**config.mk**
```make
export PLATFORM = sky130hd
export DESIGN_NAME = addr_flt_top
export DESIGN_NICKNAME = d
export VERILOG_FILES = /design/src/rtl/addr_flt_pkg.sv /design/src/rtl/addr_flt_cmp.sv /design/src/rtl/addr_flt_prio.sv /design/src/rtl/addr_flt_top.sv
export SDC_FILE = /design/constraint.sdc
export NUM_CORES = 1
export LEC_CHECK = 0
export BUFFER_PORTS_ARGS = -buffer_cell sky130_fd_sc_hd__buf_4
export CORE_ASPECT_RATIO = 0.9
export CORE_MARGIN = 8
export CORE_UTILIZATION = 45
export CTS_BUF_LIST = sky130_fd_sc_hd__clkbuf_2
export DETAILED_ROUTE_END_ITERATION = 7
export PLACE_DENSITY = 0.89
export SETUP_SLACK_MARGIN = 0.3
export SYNTH_ARGS = -nofsm -noshare
export SYNTH_HDL_FRONTEND = slang
export SYNTH_HIERARCHICAL = 1
export SYNTH_SLANG_ARGS = --single-unit
```
**constraint.sdc**
```tcl
create_clock -name clk_i -period 1.1 [get_ports clk_i]
set_input_delay 0 -clock clk_i [delete_from_list [all_inputs] [get_ports clk_i]]
set_output_delay 0 -clock clk_i [all_outputs]
set_load 0.05 [all_outputs]
```
**src/rtl/addr_flt_pkg.sv**
```systemverilog
package addr_flt_pkg;

  localparam int CLS_NONE    = 0;
  localparam int CLS_RESET   = 1;
  localparam int CLS_REGULAR = 2;
  localparam int CLS_ALLCALL = 3;
  localparam int CLS_SUB0    = 4;

  typedef enum logic [1:0] {
    PH_IDLE = 2'd0,
    PH_PTR  = 2'd1,
    PH_DATA = 2'd2,
    PH_READ = 2'd3
  } phase_e;

  // Address compare: the upper seven bits of the byte carry the address.
  function automatic logic addr_eq(input logic [7:0] b, input logic [6:0] a);
    return b[7:1] == a;
  endfunction

  // Pointer range check: only the low five bits select a register.
  function automatic logic ptr_in_range(input logic [7:0] p, input logic [4:0] last);
    return p[4:0] <= last;
  endfunction

endpackage

```
**src/rtl/addr_flt_cmp.sv**
```systemverilog
module addr_flt_cmp
  import addr_flt_pkg::*;
#(
  parameter int          NSUB       = 3,
  parameter logic [6:0]  SWRST_ADDR = 7'h03,
  localparam int         NHIT       = NSUB + 3
) (
  input  logic [7:0]        rx_byte_i,
  input  logic [6:0]        addr_pins_i,
  input  logic [6:0]        allcall_addr_i,
  input  logic              allcall_en_i,
  input  logic [NSUB*7-1:0] sub_addr_i,
  input  logic [NSUB-1:0]   sub_en_i,
  output logic [NHIT-1:0]   hit_o
);

  // bit 0 reset call (write only), bit 1 regular, bit 2 all-call, bit 3+k sub k
  assign hit_o[0] = addr_eq(rx_byte_i, SWRST_ADDR) && !rx_byte_i[0];
  assign hit_o[1] = addr_eq(rx_byte_i, addr_pins_i);
  assign hit_o[2] = addr_eq(rx_byte_i, allcall_addr_i) && allcall_en_i;

  for (genvar k = 0; k < NSUB; k++) begin : g_sub
    assign hit_o[3+k] = addr_eq(rx_byte_i, sub_addr_i[7*k +: 7]) && sub_en_i[k];
  end

endmodule

```
**src/rtl/addr_flt_prio.sv**
```systemverilog
module addr_flt_prio #(
  parameter int N  = 6,
  parameter int MW = 3
) (
  input  logic [N-1:0]  hit_i,
  output logic [N-1:0]  sel_o,
  output logic [MW-1:0] code_o
);

  // Lowest index wins; the reported code is the index plus one, zero for none.
  always_comb begin
    sel_o  = '0;
    code_o = '0;
    for (int i = N - 1; i >= 0; i--) begin
      if (hit_i[i]) begin
        sel_o    = '0;
        sel_o[i] = 1'b1;
        code_o   = MW'(i + 1);
      end
    end
  end

endmodule

```
**src/rtl/addr_flt_top.sv**
```systemverilog
module addr_flt_top
  import addr_flt_pkg::*;
#(
  parameter int          NSUB       = 3,
  parameter logic [6:0]  SWRST_ADDR = 7'h03,
  parameter logic [4:0]  LAST_REG   = 5'h1B,
  localparam int         MATCH_W    = $clog2(NSUB + 4)
) (
  input  logic                clk_i,
  input  logic                rst_ni,
  input  logic                addr_stb_i,
  input  logic                byte_stb_i,
  input  logic [7:0]          rx_byte_i,
  input  logic [6:0]          addr_pins_i,
  input  logic [6:0]          allcall_addr_i,
  input  logic                allcall_en_i,
  input  logic [NSUB*7-1:0]   sub_addr_i,
  input  logic [NSUB-1:0]     sub_en_i,
  output logic                ack_o,
  output logic [MATCH_W-1:0]  match_o,
  output logic                rd_o
);

  localparam int NHIT = NSUB + 3;

  logic [NHIT-1:0]    hit;
  logic [NHIT-1:0]    sel;
  logic [MATCH_W-1:0] cls_code;
  phase_e             phase_q;

  // Named events for the checker
  logic ptr_phase;
  logic ptr_ok;
  logic addr_accept;

  addr_flt_cmp #(
    .NSUB       (NSUB),
    .SWRST_ADDR (SWRST_ADDR)
  ) i_cmp (
    .rx_byte_i      (rx_byte_i),
    .addr_pins_i    (addr_pins_i),
    .allcall_addr_i (allcall_addr_i),
    .allcall_en_i   (allcall_en_i),
    .sub_addr_i     (sub_addr_i),
    .sub_en_i       (sub_en_i),
    .hit_o          (hit)
  );

  addr_flt_prio #(
    .N  (NHIT),
    .MW (MATCH_W)
  ) i_prio (
    .hit_i  (hit),
    .sel_o  (sel),
    .code_o (cls_code)
  );

  assign ptr_phase   = (phase_q == PH_PTR);
  assign ptr_ok      = ptr_in_range(rx_byte_i, LAST_REG);
  assign addr_accept = addr_stb_i && (cls_code != '0);

  always_ff @(posedge clk_i or negedge rst_ni) begin
    if (!rst_ni) begin
      ack_o   <= 1'b0;
      match_o <= '0;
      rd_o    <= 1'b0;
      phase_q <= PH_IDLE;
    end else if (addr_stb_i) begin
      rd_o <= rx_byte_i[0];
      if (addr_accept) begin
        ack_o   <= 1'b1;
        match_o <= cls_code;
        if (rx_byte_i[0])
          phase_q <= PH_READ;
        else if (cls_code == MATCH_W'(CLS_RESET))
          phase_q <= PH_DATA;
        else
          phase_q <= PH_PTR;
      end else begin
        ack_o   <= 1'b0;
        match_o <= '0;
        phase_q <= PH_IDLE;
      end
    end else if (byte_stb_i) begin
      unique case (phase_q)
        PH_IDLE: ack_o <= 1'b0;
        PH_PTR: begin
          if (ptr_ok) begin
            ack_o   <= 1'b1;
            phase_q <= PH_DATA;
          end else begin
            ack_o   <= 1'b0;
            match_o <= '0;
            phase_q <= PH_IDLE;
          end
        end
        PH_DATA: ack_o <= 1'b1;
        PH_READ: ack_o <= 1'b0;
        default: ack_o <= 1'b0;
      endcase
    end
  end

endmodule

```
Word-level counts from Yosys, hierarchy flattened. Index checks and enable logic that the tools add are counted.

Register bits: 7. Bits in latches: 0. Bits in writable memories: 0. Memory bits (read-only): 0. Input port bits: 51. Output and inout port bits: 5. Logic and storage cells: 53. Memories kept: 0.

Add/sub/neg operators: 0. Multipliers: 0. Divide/modulo/power cells: 0. Order comparisons: 1. Eq/ne operators: 11. Shifts and indexed selects: 0. Muxes and demuxes: 23. Bitwise operators: 0. Reduce and logical (&&, ||, !) cells: 14.

Operator list (count): $eq A7 B7 Y1 (5); $mux W3 (11); $mux W2 (7); $eq A7 B2 Y1 const B (1); $logic_and A1 B1 Y1 (6); $le A5 B5 Y1 const B (1); $eq A2 B2 Y1 const B (2); $mux W1 (4); $reduce_bool A2 Y1 (2); $eq A3 B1 Y1 const B (1); $pmux W1 S3 (1); $reduce_and A3 Y1 (1); $reduce_bool A3 Y1 (1); $eq A2 B1 Y1 const B (1); $logic_not A2 Y1 (1); $ne A2 B2 Y1 const B (1); $reduce_and A2 Y1 (1); $reduce_or A2 Y1 (1); $logic_not A1 Y1 (1).

Logic depth before layout (Yosys ltp).
Depth in word-level cells: 13. Mapped depth: 9. Gate-level depth less buffers: 8.

Cells and area by module. Netlist, hierarchy kept.

By module, submodules not included: addr_flt_cmp (times used 1, cells an instance 59, area an instance 466.7 um2, seq. area each 0.0 um2); addr_flt_top (times used 1, cells an instance 33, area an instance 380.4 um2, seq. area each 175.2 um2); addr_flt_prio (times used 1, cells an instance 14, area an instance 108.9 um2, seq. area each 0.0 um2).

Worst setup path after synthesis. Ideal clock, no wire load.

Path type: input -> register. From: input rx_byte_i[2]. To: register phase_q[1]. Library setup time: 129 ps. Data arrival time: 1508 ps. Data required time: 971 ps. Path slack: -537 ps. Stages on the path: 8. Buffers on the path: 1. Cells stage by stage: buf_2 > xor2_1 > nor4_2 > nor3_1 > o31a_2 > nor3_2 > o21bai_1 > a21oi_1.

Elaborated cells on any way between the ends: 28. Those cells by class: order compare: 1; eq/ne: 7; mux: 13; reduce/logical: 7.

RTL lines: from (decl) (line addr_flt_top.sv:13) `input logic [7:0] rx_byte_i,`; $eq A7 B7 Y1 * (line addr_flt_pkg.sv:18) `return b[7:1] == a;`; named net hit[1] (line addr_flt_top.sv:26) `logic [NHIT-1:0] hit;`; $mux W3 * (2 in series) (line addr_flt_prio.sv:15) `if (hit_i[i]) begin`; named net cls_code[2] (line addr_flt_top.sv:28) `logic [MATCH_W-1:0] cls_code;`; $eq A3 B1 Y1 (line addr_flt_top.sv:75) `else if (cls_code == MATCH_W'(CLS_RESET))`; $mux W2 (line addr_flt_top.sv:75); $mux W2 (line addr_flt_top.sv:73) `if (rx_byte_i[0])`; $mux W2 * (line addr_flt_top.sv:70) `if (addr_accept) begin`; $mux W2 * (line addr_flt_top.sv:68) `end else if (addr_stb_i) begin`; to (signal assigned) (line addr_flt_top.sv:67) `phase_q <= PH_IDLE;`; to (signal assigned) (line addr_flt_top.sv:74) `phase_q <= PH_READ;`; to (signal assigned) (line addr_flt_top.sv:76) `phase_q <= PH_DATA;`; to (decl) (line addr_flt_top.sv:29) `phase_e phase_q;`.

Mark *: on every way through the listed nets, which the timed path passes. The rest lies on a longest branch. The select of a mux whose other input is x is not followed. A chain may end at the register's enable or synchronous reset.

Worst setup path after layout.
From: input rx_byte_i[7]. To: register phase_q[1].

Elaborated cells on any way between the ends: 24. Those cells by class: eq/ne: 7; mux: 10; reduce/logical: 7.

RTL lines: $eq A7 B7 Y1 * (line addr_flt_pkg.sv:18); $logic_and A1 B1 Y1 * (line addr_flt_cmp.sv:23) `assign hit_o[3+k] = addr_eq(rx_byte_i, sub_addr_i[7*k +: 7]) && sub_en_i[k];`; named net hit[4] (line addr_flt_top.sv:26); $mux W3 * (5 in series) (line addr_flt_prio.sv:15); named net cls_code[1] (line addr_flt_top.sv:28); $eq A3 B1 Y1 (line addr_flt_top.sv:75); $mux W2 (line addr_flt_top.sv:75); $mux W2 (line addr_flt_top.sv:73); $mux W2 * (line addr_flt_top.sv:70); $mux W2 * (line addr_flt_top.sv:68).

Mark *: on every way through the listed nets, which the timed path passes. The rest lies on a longest branch.

==> insert_results.sql <==
INSERT INTO impl_metrics (metric_group, metric, value, unit) VALUES
('sta', 'worstMarginPinSlew', '0.3802', 'ns'),
('place', 'pre_cts_ws', '-0.4909', 'ns'),
('global_route', 'via_count_of_the_first_global_routing_pass', '1235', ''),
('floorplan', 'std_cell_rows', '15', ''),
('synth', 'mapped_area', '907.1', 'um2'),
('worst_setup_path', 'worst-path-max-fanout', '6', ''),
('sta', 'finalWorstPathRequiredPeriod', '1.433', 'ns'),
('layout', 'post_route_cells_drive_above_1_share', '66.07', '%'),
('clocking', 'cts_tree', 'built', ''),
('routing', 'post_drt_via_cell_ratio', '6.295', ''),
('sta', 'timing_max_transition_violations_final', '0', ''),
('worst_setup_path', 'critical_path.startpoint_type', 'input pin', ''),
('floorplan', 'die_area', '3711', 'um2'),
('layout', 'nets', '220', ''),
('worst_setup_path', 'r2r_setup_slack', '-0.03', 'ns'),
('place', 'place_hpwl', '2620', 'um'),
('routing', 'detail_route.drc_violations', '0', ''),
('sta', 'worst_slew_margin_rel', '74.57', '%'),
('worst_setup_path', 'worst_r2r_path_depth', '3', ''),
('worst_setup_path', 'worstSetupEndpointType', 'register', ''),
('floorplan', 'die_w', '63.33', 'um'),
('sta', 'postLayoutSetupSlackWorst', '-0.3327', 'ns'),
('sta', 'clock.fmax', '698.0', 'MHz'),
('routing', 'final_wirelength', '5129', 'um'),
('clocking', 'cts_sinks', '7', ''),
('pwr', 'power_density', '651.9', 'nW/um2'),
('clocking', 'numCtsBuffers', '3', ''),
('global_route', 'grt_util_overall', '21.05', '%'),
('clocking', 'ctsRootBufferMaster', 'sky130_fd_sc_hd__clkbuf_2', ''),
('layout', 'syn_to_final_growth', '96.55', '%'),
('layout', 'final_util', '93.14', '%'),
('floorplan', 'initial_utilization', '47.39', '%'),
('clocking', 'cts.path.max_buffers', '2', ''),
('routing', 'first_pass_iters', '4', ''),
('worst_hold_path', 'hold_depth', '2', ''),
('synth', 'syn_area_per_cell', '8.981', 'um2'),
('sta', 'setup_repair_after_global_routing_missed_its_margin', 'yes', ''),
('global_route', 'grt_pass1_wl', '6037', 'um'),
('pwr', 'total_leakage_power', '0.8044', 'nW'),
('global_route', 'grt_max_degree', '12', ''),
('clocking', 'insertion_delay', '0.28', 'ns'),
('global_route', 'grt_antenna_before_repair', '0', ''),
('worst_setup_path', 'critPathArrivalTime', '1.61', 'ns'),
('floorplan', 'core_area', '1914', 'um2'),
('routing', 'via_count', '1215', ''),
('synth', 'synth_nets', '152', ''),
('pwr', 'power.ir.vdd_worst', '0.5453', 'mV'),
('sta', 'timing.final.setup_violations', '6', ''),
('floorplan', 'ios', '56', ''),
('status', 'violations_in_the_final_reports', 'negative setup slack', ''),
('global_route', 'gr-total-overflow', '0', ''),
('run', 'max_cap_viol_count', '0', ''),
('status', 'outcome', 'complete, but fails checks', ''),
('layout', 'num_antenna_cells', '0', ''),
('worst_setup_path', 'worst-endpoint-required', '1.28', 'ns'),
('clocking', 'clock_slew_seen_by_the_registers_of_the_worst_setup_and_hold_paths', '0.13', 'ns'),
('synth', 'post_synth_inst_count', '101', ''),
('routing', 'detail_route.wl_per_cell', '26.58', 'um'),
('worst_setup_path', 'timing_worst_setup_path_type', 'in -> reg', ''),
('routing', 'detail_route.iter0.violations', '62', ''),
('sta', 'finalClockSkew', '0.02443', 'ns'),
('synth', 'count_of_synthesis_stage_warnings_from_yosys', '6', ''),
('pwr', 'fin_total_pwr', '1.162', 'mW'),
('floorplan', 'die-height', '58.60', 'um'),
('clocking', 'htree_num_levels', '1', ''),
('place', 'port-buffer-count', '55', ''),
('worst_hold_path', 'hold_path.class', 'in -> reg', ''),
('routing', 'antenna_violating_nets_post_route', '0', ''),
('place', 'gp_routability_congestion', '0.8218', ''),
('sta', 'post_route_clock_period_utilization', '130.2', '%'),
('sta', 'timing_hold_violations_final', '0', '');
-- final timing paths --
| check | from | end |
|---|---|---|
| max | rx_byte_i[7] | phase_q[1] |
| min | addr_stb_i | ack_o |
| max reg2reg | phase_q[0] | match_o[1] |
| min reg2reg | rd_o | rd_o |
| max in group asynchronous | rst_ni | rd_o |
| min in group asynchronous | rst_ni | match_o[0] |
-- placed cells by master, fill, tap and decap left out, types with 2 or more instances in the layout --
cell type and instances:
sky130_fd_sc_hd__buf_4 47, sky130_fd_sc_hd__xnor2_1 16, sky130_fd_sc_hd__buf_6 16, sky130_fd_sc_hd__xnor2_2 15, sky130_fd_sc_hd__nand4_1 9, sky130_fd_sc_hd__nor2_1 7
sky130_fd_sc_hd__dfrtp_1 6, sky130_fd_sc_hd__buf_12 5, sky130_fd_sc_hd__mux2i_1 3, sky130_fd_sc_hd__clkbuf_2 3, sky130_fd_sc_hd__nor2_4 3, sky130_fd_sc_hd__xor2_1 3
sky130_fd_sc_hd__nor3_2 2, sky130_fd_sc_hd__buf_8 2, sky130_fd_sc_hd__a21oi_4 2
-- metal layers --
layer	vias to the layer above	track usage, %	routed length (um)
met3	39	4.167	505
met2	109	38.44	2538
met5	-	0	0
li1	482	-	-
met4	0	16.83	455
met1	585	20.59	1629
-- through the flow --
| stage | TNS [ns] | hold WS [ns] | area [um2] | std cells |
|---|---|---|---|---|
| 2_1_floorplan | -0.9576 | -0.2956 | 1016 | 101 |
| 3_3_place_gp | -2.332 | -0.1865 | 1414 | 181 |
| 3_5_place_dp | -2.615 | -0.1849 | 1414 | 181 |
| 4_1_cts | -0.6644 | 0.03307 | 1640 | 190 |
| 5_1_grt | -1.360 | 0.01068 | 1783 | 193 |
| 6_report | -1.320 | 0.01888 | 1783 | 193 |
-- flip-flops by register name, indices dropped and copies added (netlist names) --
signal,cells
ack_o,1
rd_o,1
match_o,3
phase_q,2
-- cell type report --
type	instances	area [um2]
flip-flops and latches	7	176.4
repair buffers	71	673.1
clock inverters	1	5.005
multi-input cells	85	878.3
well taps	25	31.28
fillers	60	131.4
clock buffers	3	15.01
inverters	1	3.754
-- worst max-delay path: stages --
cell	delay, ns
sky130_fd_sc_hd__buf_6	0.13
sky130_fd_sc_hd__xnor2_1	0.23
sky130_fd_sc_hd__nand4_1	0.25
sky130_fd_sc_hd__nor2_4	0.24
sky130_fd_sc_hd__or3b_4	0.17
sky130_fd_sc_hd__a21oi_4	0.07
sky130_fd_sc_hd__nor3_2	0.24
sky130_fd_sc_hd__o21bai_1	0.18
sky130_fd_sc_hd__a21oi_1	0.10
-- repair_timing --
| item | in CTS | in global routing |
|---|---|---|
| hold buffers | 1 | 0 |
| buffers inserted | 4 | 3 |
| gates resized for setup | 36 | 19 |
| setup endpoints to repair | 11 | 11 |
| endpoints found under the hold margin | 7 | 0 |
| pin swaps | 12 | 14 |
-- report_power, final --
group	switching, mW	internal (mW)
Sequential	0.0190	0.273
Clock	0.146	0.0822
Combinational	0.283	0.359
Power figures use the tool's default switching activity.
